### src/rtl/flow_pkg.sv
package flow_pkg;

  typedef enum logic [3:0] {
    FC_NONE   = 4'd0,
    FC_JUMP   = 4'd1,
    FC_CALL   = 4'd2,
    FC_RET    = 4'd3,
    FC_RETI   = 4'd4,
    FC_BR_SET = 4'd5,
    FC_BR_CLR = 4'd6,
    FC_BR_GE  = 4'd7,
    FC_BR_LT  = 4'd8,
    FC_SK_EQ  = 4'd9,
    FC_SK_RBC = 4'd10,
    FC_SK_RBS = 4'd11,
    FC_SK_IOC = 4'd12,
    FC_SK_IOS = 4'd13
  } flow_cls_e;

  // status bit positions used by the signed tests
  localparam int unsigned NEG_POS = 2;
  localparam int unsigned OVF_POS = 3;

  localparam logic [2:0] CYC_SEQ  = 3'd1;
  localparam logic [2:0] CYC_JUMP = 3'd2;
  localparam logic [2:0] CYC_CALL = 3'd3;
  localparam logic [2:0] CYC_RET  = 3'd4;

endpackage

### src/rtl/flow_rst_sync.sv
module flow_rst_sync #(
  parameter int unsigned STAGES = 2
) (
  input  logic clk,
  input  logic rst_n,
  output logic rst_sync_n
);
  logic [STAGES-1:0] sync_q;

  always_ff @(posedge clk or negedge rst_n) begin
    if (!rst_n) sync_q <= '0;
    else        sync_q <= {sync_q[STAGES-2:0], 1'b1};
  end

  assign rst_sync_n = sync_q[STAGES-1];
endmodule

### src/rtl/flow_tgt_add.sv
module flow_tgt_add #(
  parameter int unsigned PC_W  = 9,
  parameter int unsigned OFF_W = 7
) (
  input  logic [PC_W-1:0]  pc,
  input  logic [OFF_W-1:0] off,
  output logic [PC_W-1:0]  target
);
  logic [PC_W-1:0] off_ext;

  generate
    if (OFF_W >= PC_W) begin : g_trunc
      // wrap arithmetic: only the low PC_W bits matter
      assign off_ext = off[PC_W-1:0];
    end else begin : g_sext
      assign off_ext = {{(PC_W-OFF_W){off[OFF_W-1]}}, off};
    end
  endgenerate

  assign target = pc + off_ext + PC_W'(1);
endmodule

### src/rtl/flow_cond_eval.sv
module flow_cond_eval
  import flow_pkg::*;
#(
  parameter int unsigned SR_W = 8,
  parameter int unsigned OP_W = 8,
  localparam int unsigned FS_W = $clog2(SR_W),
  localparam int unsigned BS_W = $clog2(OP_W)
) (
  input  flow_cls_e         cls,
  input  logic [SR_W-1:0]   sreg,
  input  logic [FS_W-1:0]   flag_sel,
  input  logic [OP_W-1:0]   opa,
  input  logic [OP_W-1:0]   opb,
  input  logic [BS_W-1:0]   bit_sel,
  input  logic              io_bit,
  output logic              br_cond,
  output logic              skip_cond
);
  logic flag_v;
  logic signed_lt;
  logic reg_bit;

  assign flag_v    = sreg[flag_sel];
  assign signed_lt = sreg[NEG_POS] ^ sreg[OVF_POS];
  assign reg_bit   = opa[bit_sel];

  always_comb begin
    br_cond   = 1'b0;
    skip_cond = 1'b0;
    unique case (cls)
      FC_BR_SET: br_cond   = flag_v;
      FC_BR_CLR: br_cond   = ~flag_v;
      FC_BR_GE:  br_cond   = ~signed_lt;
      FC_BR_LT:  br_cond   = signed_lt;
      FC_SK_EQ:  skip_cond = (opa == opb);
      FC_SK_RBC: skip_cond = ~reg_bit;
      FC_SK_RBS: skip_cond = reg_bit;
      FC_SK_IOC: skip_cond = ~io_bit;
      FC_SK_IOS: skip_cond = io_bit;
      default: ;
    endcase
  end
endmodule

### src/rtl/branch_skip_unit.sv
module branch_skip_unit
  import flow_pkg::*;
#(
  parameter int unsigned PC_W   = 9,
  parameter int unsigned BOFF_W = 7,
  parameter int unsigned JOFF_W = 12,
  parameter int unsigned SR_W   = 8,
  parameter int unsigned OP_W   = 8,
  parameter int unsigned SYNC_STAGES = 2,
  localparam int unsigned FS_W  = $clog2(SR_W),
  localparam int unsigned BS_W  = $clog2(OP_W)
) (
  input  logic              clk,
  input  logic              rst_n,
  input  logic [3:0]        fc_class,
  input  logic [PC_W-1:0]   pc,
  input  logic [JOFF_W-1:0] offset,
  input  logic [FS_W-1:0]   flag_sel,
  input  logic [SR_W-1:0]   sreg,
  input  logic [OP_W-1:0]   opa,
  input  logic [OP_W-1:0]   opb,
  input  logic [BS_W-1:0]   bit_sel,
  input  logic              io_bit,
  input  logic              next_two_word,
  output logic [PC_W-1:0]   next_pc,
  output logic              taken,
  output logic [2:0]        cycles
);
  flow_cls_e       cls;
  logic            rst_sync_n;
  logic            br_cond, skip_cond;
  logic [PC_W-1:0] br_tgt, jmp_tgt, seq_pc, skip_pc;
  logic [PC_W-1:0] nxt_pc;
  logic            nxt_taken;
  logic [2:0]      nxt_cyc;

  assign cls = flow_cls_e'(fc_class);

  flow_rst_sync #(.STAGES(SYNC_STAGES)) i_rst_sync (
    .clk(clk), .rst_n(rst_n), .rst_sync_n(rst_sync_n)
  );

  flow_cond_eval #(.SR_W(SR_W), .OP_W(OP_W)) i_cond (
    .cls(cls), .sreg(sreg), .flag_sel(flag_sel), .opa(opa), .opb(opb),
    .bit_sel(bit_sel), .io_bit(io_bit),
    .br_cond(br_cond), .skip_cond(skip_cond)
  );

  flow_tgt_add #(.PC_W(PC_W), .OFF_W(BOFF_W)) i_br_add (
    .pc(pc), .off(offset[BOFF_W-1:0]), .target(br_tgt)
  );

  flow_tgt_add #(.PC_W(PC_W), .OFF_W(JOFF_W)) i_jmp_add (
    .pc(pc), .off(offset), .target(jmp_tgt)
  );

  assign seq_pc  = pc + PC_W'(1);
  assign skip_pc = pc + (next_two_word ? PC_W'(3) : PC_W'(2));

  // next-state decision
  always_comb begin
    nxt_pc    = seq_pc;
    nxt_taken = 1'b0;
    nxt_cyc   = CYC_SEQ;
    unique case (cls)
      FC_JUMP: begin
        nxt_pc = jmp_tgt; nxt_taken = 1'b1; nxt_cyc = CYC_JUMP;
      end
      FC_CALL: begin
        nxt_pc = jmp_tgt; nxt_taken = 1'b1; nxt_cyc = CYC_CALL;
      end
      FC_RET, FC_RETI: begin
        nxt_taken = 1'b1; nxt_cyc = CYC_RET;
      end
      FC_BR_SET, FC_BR_CLR, FC_BR_GE, FC_BR_LT: begin
        if (br_cond) begin
          nxt_pc = br_tgt; nxt_taken = 1'b1; nxt_cyc = CYC_JUMP;
        end
      end
      FC_SK_EQ, FC_SK_RBC, FC_SK_RBS, FC_SK_IOC, FC_SK_IOS: begin
        if (skip_cond) begin
          nxt_pc = skip_pc; nxt_taken = 1'b1; nxt_cyc = CYC_JUMP;
        end
      end
      default: ;
    endcase
  end

  // output registers
  always_ff @(posedge clk or negedge rst_sync_n) begin
    if (!rst_sync_n) begin
      next_pc <= '0;
      taken   <= 1'b0;
      cycles  <= '0;
    end else begin
      next_pc <= nxt_pc;
      taken   <= nxt_taken;
      cycles  <= nxt_cyc;
    end
  end
endmodule

### config.mk
export PLATFORM = sky130hd
export DESIGN_NAME = branch_skip_unit
export DESIGN_NICKNAME = d
export VERILOG_FILES = /design/src/rtl/flow_pkg.sv /design/src/rtl/flow_rst_sync.sv /design/src/rtl/flow_tgt_add.sv /design/src/rtl/flow_cond_eval.sv /design/src/rtl/branch_skip_unit.sv
export SDC_FILE = /design/constraint.sdc
export NUM_CORES = 1
export LEC_CHECK = 0
export BUFFER_PORTS_ARGS = -buffer_cell sky130_fd_sc_hd__buf_4
export CAP_MARGIN = 25
export CORE_ASPECT_RATIO = 1.25
export CORE_MARGIN = 3
export CORE_UTILIZATION = 31
export CTS_CLUSTER_DIAMETER = 40
export DETAILED_ROUTE_END_ITERATION = 10
export SYNTH_ARGS = -nofsm -noshare
export SYNTH_HDL_FRONTEND = slang
export SYNTH_SLANG_ARGS = --single-unit
### constraint.sdc
create_clock -name clk -period 0.8 [get_ports clk]
set_input_delay 0.24 -clock clk [delete_from_list [all_inputs] [get_ports clk]]
set_output_delay 0.24 -clock clk [all_outputs]
set_load 0.03 [all_outputs]
## Word-level counts from Yosys, hierarchy flattened

Index checks and enable logic that the tools add are counted.
Widths: inputs -> output; s select.

| word-level totals | value |
|---|---|
| input port bits | 59 |
| latch bits | 0 |
| logic and storage cells | 52 |
| memory bits (writable) | 0 |
| memories | 0 |
| register bits after elaboration | 15 |
| bits in read-only memories | 0 |

| operators by class | value |
|---|---|
| order comparisons | 2 |
| equal/unequal tests | 14 |
| muxes and demuxes | 16 |
| div/mod/pow operators | 0 |
| bitwise operators | 5 |
| $add $sub $neg | 6 |
| shift operators | 0 |
| multiply operators | 0 |
| reductions and logical operators | 5 |

Operator list:

| operator | number |
|---|---|
| $add 9x1->9 const B | 3 |
| $pmux 9 s3 | 1 |
| $eq 4x4->1 const B | 6 |
| $add 9x9->9 | 2 |
| $mux 9 | 2 |
| $eq 4x3->1 const B | 4 |
| $pmux 3 s5 | 1 |
| $add 9x2->9 | 1 |
| $eq 4x2->1 const B | 2 |
| $eq 8x8->1 | 1 |
| $lt 3x4->1 const B | 2 |
| $reduce_or 4->1 | 2 |
| $bmux 1 s3 | 2 |
| $mux 1 | 5 |
| $pmux 1 s5 | 1 |
| $reduce_or 5->1 | 1 |
| $eq 4x1->1 const B | 1 |
| $mux 2 | 2 |
| $not 1->1 | 4 |
| $pmux 1 s4 | 1 |
| $reduce_or 2->1 | 2 |
| $pmux 1 s3 | 1 |
| $xor 1x1->1 | 1 |

## Depth between registers and ports, before layout

| depth | value |
|---|---|
| depth after elaboration | 6 |
| mapped depth | 10 |

## Modules after synthesis

A second synthesis with hierarchy kept.

| second synthesis, totals | value |
|---|---|
| cell total of the unflattened synthesis | 266 |
| area total of the unflattened synthesis | 2278.4 µm² |

Modules (own cells, without submodules):

| module | area an instance (µm²) | cells each | instances |
|---|---|---|---|
| branch_skip_unit | 1146.1 | 129 | 1 |
| flow_tgt_add | 371.6 | 50 | 2 |
| flow_cond_eval | 335.3 | 34 | 1 |
| flow_rst_sync | 53.8 | 3 | 1 |

## Worst setup path before layout

OpenSTA, ideal clock, no wires.

| timing | value |
|---|---|
| path kind | input -> register |
| start point | in offset[0] |
| end point | reg next_pc[8] |
| library setup time | 90 ps |
| path slack | -1315 ps |
| stages | 10 |
| buffers on the path | 0 |
| arrival time | 2026 ps |
| cell sequence | inv_1 > ha_1 > inv_1 > fa_1 > a21o_1 > a21oi_1 > o21ai_0 > a2111o_1 > o221a_1 > o2111ai_1 |

| on the way | value |
|---|---|
| longest elaborated chain between the ends | 4 |

Ends and longest elaborated chain:

| item | line | RTL |
|---|---|---|
| start, declared | branch_skip_unit.sv:17 | `input logic [JOFF_W-1:0] offset,` |
| $add 9x9->9 | flow_tgt_add.sv:20 | `assign target = pc + off_ext + PC_W'(1);` |
| $add 9x1->9 | flow_tgt_add.sv:20 |  |
| $mux 9 | branch_skip_unit.sv:76 | `if (br_cond) begin` |
| $pmux 9 s3 * | branch_skip_unit.sv:65 | `unique case (cls)` |
| named net nxt_pc[8] | branch_skip_unit.sv:33 | `logic [PC_W-1:0] nxt_pc;` |
| end signal, assigned | branch_skip_unit.sv:96 | `next_pc <= nxt_pc;` |
| end, declared | branch_skip_unit.sv:25 | `output logic [PC_W-1:0] next_pc,` |

The timed path passes the listed nets; every way through them passes the cells marked *.

## Worst setup path after layout

| timing | value |
|---|---|
| start point | in pc[0] |
| end point | reg next_pc[6] |

| on the way | value |
|---|---|
| longest elaborated chain between the ends | 4 |

Ends and longest elaborated chain:

| item | line | RTL |
|---|---|---|
| start, declared | branch_skip_unit.sv:16 | `input logic [PC_W-1:0] pc,` |
| $add 9x9->9 | flow_tgt_add.sv:20 |  |
| $add 9x1->9 | flow_tgt_add.sv:20 |  |
| $mux 9 | branch_skip_unit.sv:76 |  |
| $pmux 9 s3 * | branch_skip_unit.sv:65 |  |
| named net nxt_pc[6] | branch_skip_unit.sv:33 |  |

Marks and branches as above.

==> flow_summary.toml <==
[run_status]
status = "finished, violations left"
violations = "negative setup slack"

[placement]
dpl.hpwl_um = 4990
place_inst = 424
place_congestion = 0.835
dp_slack_ns = -1.39
io_buffers = 68

[synthesis]
synth_seq_cells = 15
yosys.area.top_type_share_pct = 20.1
synth.area.top_cells = "dfrtp_1 (20%), xnor2_1 (9.4%), ha_1 (8.0%)"
synth_edf_count = 0
syn_area_um2 = 1870
synth_nets = 300
ys_seq_area_share_pct = 20.1
yosys_warnings = 0
synth_top_area_cell = "dfrtp_1"
avgSynthCellArea_um2 = 8.21
async_reset_ff_share_pct = 100
synth_ff_type = "dfrtp_1"
synth_cells = 228
synth_cell_types = 54

[clocking]
cts_tree = "done"
clk_pin_slew_ns = 0.07
insertion_delay_ns = 0.26
cts_made_buffers = 3
cts_root_buf = "clkbuf_8"
clock_path_buffers = 2
clock-sinks = 15
htree_levels = 1

[floorplanning]
die_x_um = 75.5
fp.dieArea_um2 = 7010
initial_core_util_pct = 32.2
die_h_um = 92.9
io_pins = 72
coreArea_um2 = 5820
num_rows = 31

[worst_setup_path]
critPathBufInv = 3
cp_cell_sequence = "buf_12 > inv_12 > ha_4 > inv_2 > fa_2 > a21o_1 > a21o_1 > a21o_1 > a21oi_2 > xor2_1 > o221ai_2"
worstPathArrival_ns = 1.97
critical_path.startpoint_type = "input pin"
cp_top_family = "compound AO/OA/AOI/OAI gates"
path_common_cell = "a21o_1"
required_ns = 0.92
path_class = "input pin to flip-flop"
slowest_stage = "fa_2"
cp_max_fo = 2
crit_path_end_kind = "flip-flop"
cp_slowest_stage_delay_ns = 0.37

[sta]
hold_violations = 0
finalWorstSetupSlack_ns = -1.05
slew_viol_final = 0
post-route-period-util_pct = 231
min_period_ns = 1.85
finalSetupViolations = 25
rsz0062_at_grt = "true"
fmax_mhz = 540
clock_skew_ns = 0.00867

[power]
p_leak_uw = 0.00157
ir_worst_vdd_v = 0.000559
power.density_nw_per_um2 = 1120
power_uw = 3760

[global_route]
grt_pass1_wl_um = 9770
track_usage_pct = 17.6
grt_overflow_total = 0
antenna_found_initial = 0
grt_max_degree = 14
grt_pass1_vias = 2275

[finish]
final_core_util_pct = 57.7
drive_gt1_share_pct = 49.6
fill_cells = 563
antenna_cells = 0
fin_cells = 435
synthToLayoutAreaGrowth_pct = 79.4
fin_nets = 442

[routing]
drtPass1Iterations = 4
viasPerCell = 5.17
drcViolationCount = 0
dr_total_vias = 2247
drt_iter0_markers = 79
wirelength_um = 6110
wire_per_inst_um = 14.0
ant_nets = 0

[run]
drv_cap = 0

[hold_path]
min_path_type = "flip-flop to asynchronous set/reset pin"
==> per-layer routing <==
layer | part of all wire (%) | routed length [um] | global-route usage, % | vias to the layer above
li1 | - | - | - | 1125
met4 | 2.4 | 146 | 5.98 | 0
met2 | 55 | 3360 | 33.8 | 51
met5 | 0 | 0 | 0 | -
met3 | 3.3 | 199 | 1.52 | 12
met1 | 39 | 2400 | 19.1 | 1059
==> stage by stage <==
step	TNS (ns)	hold WS [ns]	cell area (um2)
after floorplan	-11.43	-0.0556	1960
after global placement	-14.42	0.0236	3040
after detailed placement	-14.59	0.0258	3040
after CTS	-14.03	0.184	3280
after global routing	-14.45	0.201	3360
final	-13.40	0.169	3360
==> what timing repair did <==
item | in CTS | in global routing
endpoints found under the hold margin | 2 | 0
gates cloned | 1 | 0
buffers inserted | 3 | 5
setup endpoints to repair | 26 | 26
pin swaps | 12 | 13
gates resized for setup | 36 | 16
hold buffers | 1 | 0
==> placed cells by master, fill, tap and decap left out, types with 2 or more instances in the layout <==
cell type and count:
nand3b_1 4, buf_4 120, mux2i_1 9, nand2b_4 2, nand2_1 20, buf_12 2
buf_6 20, nand3_2 2, nor2_1 8, a21oi_1 6, dfrtp_1 15, inv_1 6
and3_1 5, xnor2_1 20, nor3b_1 2, nand4_1 3, nand2b_1 2, clkbuf_8 3
a21oi_2 4, nand3_1 12, ha_1 11, a21o_1 4, o221ai_2 3, xor2_1 10
or3_1 5, nor3_1 3, o21ai_1 4, nand4b_1 2, o21a_1 2, o21ai_0 6
a2bb2oi_2 2, a221o_1 2, o211ai_1 6, nor2b_1 3
==> area by class of cell <==
cell class,instances,area (um2),share of cell area [%]
timing repair buffer,144,1190,35.5
clock inverter,1,5.00,0.149
multi-input combinational,197,1610,48.0
sequential,15,375,11.2
clock buffer,3,41.3,1.23
tap,66,82.6,2.46
inverter,9,51.3,1.53
==> synth_stat cells (all sizes together) (2+ instances only) <==
cell type,count
nand4,3
and3,5
ha,12
buf,4
o211ai,6
a221o,2
o311ai,2
xnor2,20
a21oi,11
nor3,5
nor3b,2
nand3b,4
dfrtp,15
clkbuf,3
nand2b,4
o21a,2
mux2i,10
nand3,14
xor2,10
a22oi,2
o21ai,11
a21o,4
nor2,10
or2,2
nand4b,2
inv,9
o221ai,3
a2bb2oi,2
nor4,3
nand2,21
nor2b,4
or3,5
a32oi,2
==> report_power, final <==
part	switching (uW)	total, uW	internal (uW)
combinational	1040	2200	1160
sequential	58.9	926	867
clock	293	638	346
total	1400	3760	2370
==> path summary, 6_finish.rpt <==
kind | slack [ns] | from | to | cells past startpoint
hold / removal | 0.17 | i_rst_sync.sync_q[1] | next_pc[5] | 1
setup / recovery | -1.05 | pc[0] | next_pc[6] | 11
max in group asynchronous | 0.41 | rst_n | i_rst_sync.sync_q[0] | 2
setup reg to reg | 0.33 | i_rst_sync.sync_q[0] | i_rst_sync.sync_q[1] | 0
hold reg to reg | 0.17 | i_rst_sync.sync_q[1] | next_pc[5] | 1
min in group clk | 0.34 | fc_class[3] | cycles[2] | 3
==> sequential cells by signal (all words and copies together) (netlist names) <==
register	count
taken	1
i_rst_sync.sync_q	2
cycles	3
next_pc	9
==> logic make-up (layout without fill, tap and decap cells) <==
group,Yosys count,after routing,share of synthesized area (%)
multiplexers,12,12,7.15
other,1,1,0.200
adder cells (fa/ha/maj),13,13,9.09
XOR/XNOR,30,30,14.0
flip-flops,15,15,20.1
AO/OA/AOI/OAI,55,55,20.9
buffers and inverters,16,157,3.94
AND/OR/NAND/NOR,86,86,24.7
Power figures use the tool's default switching activity.
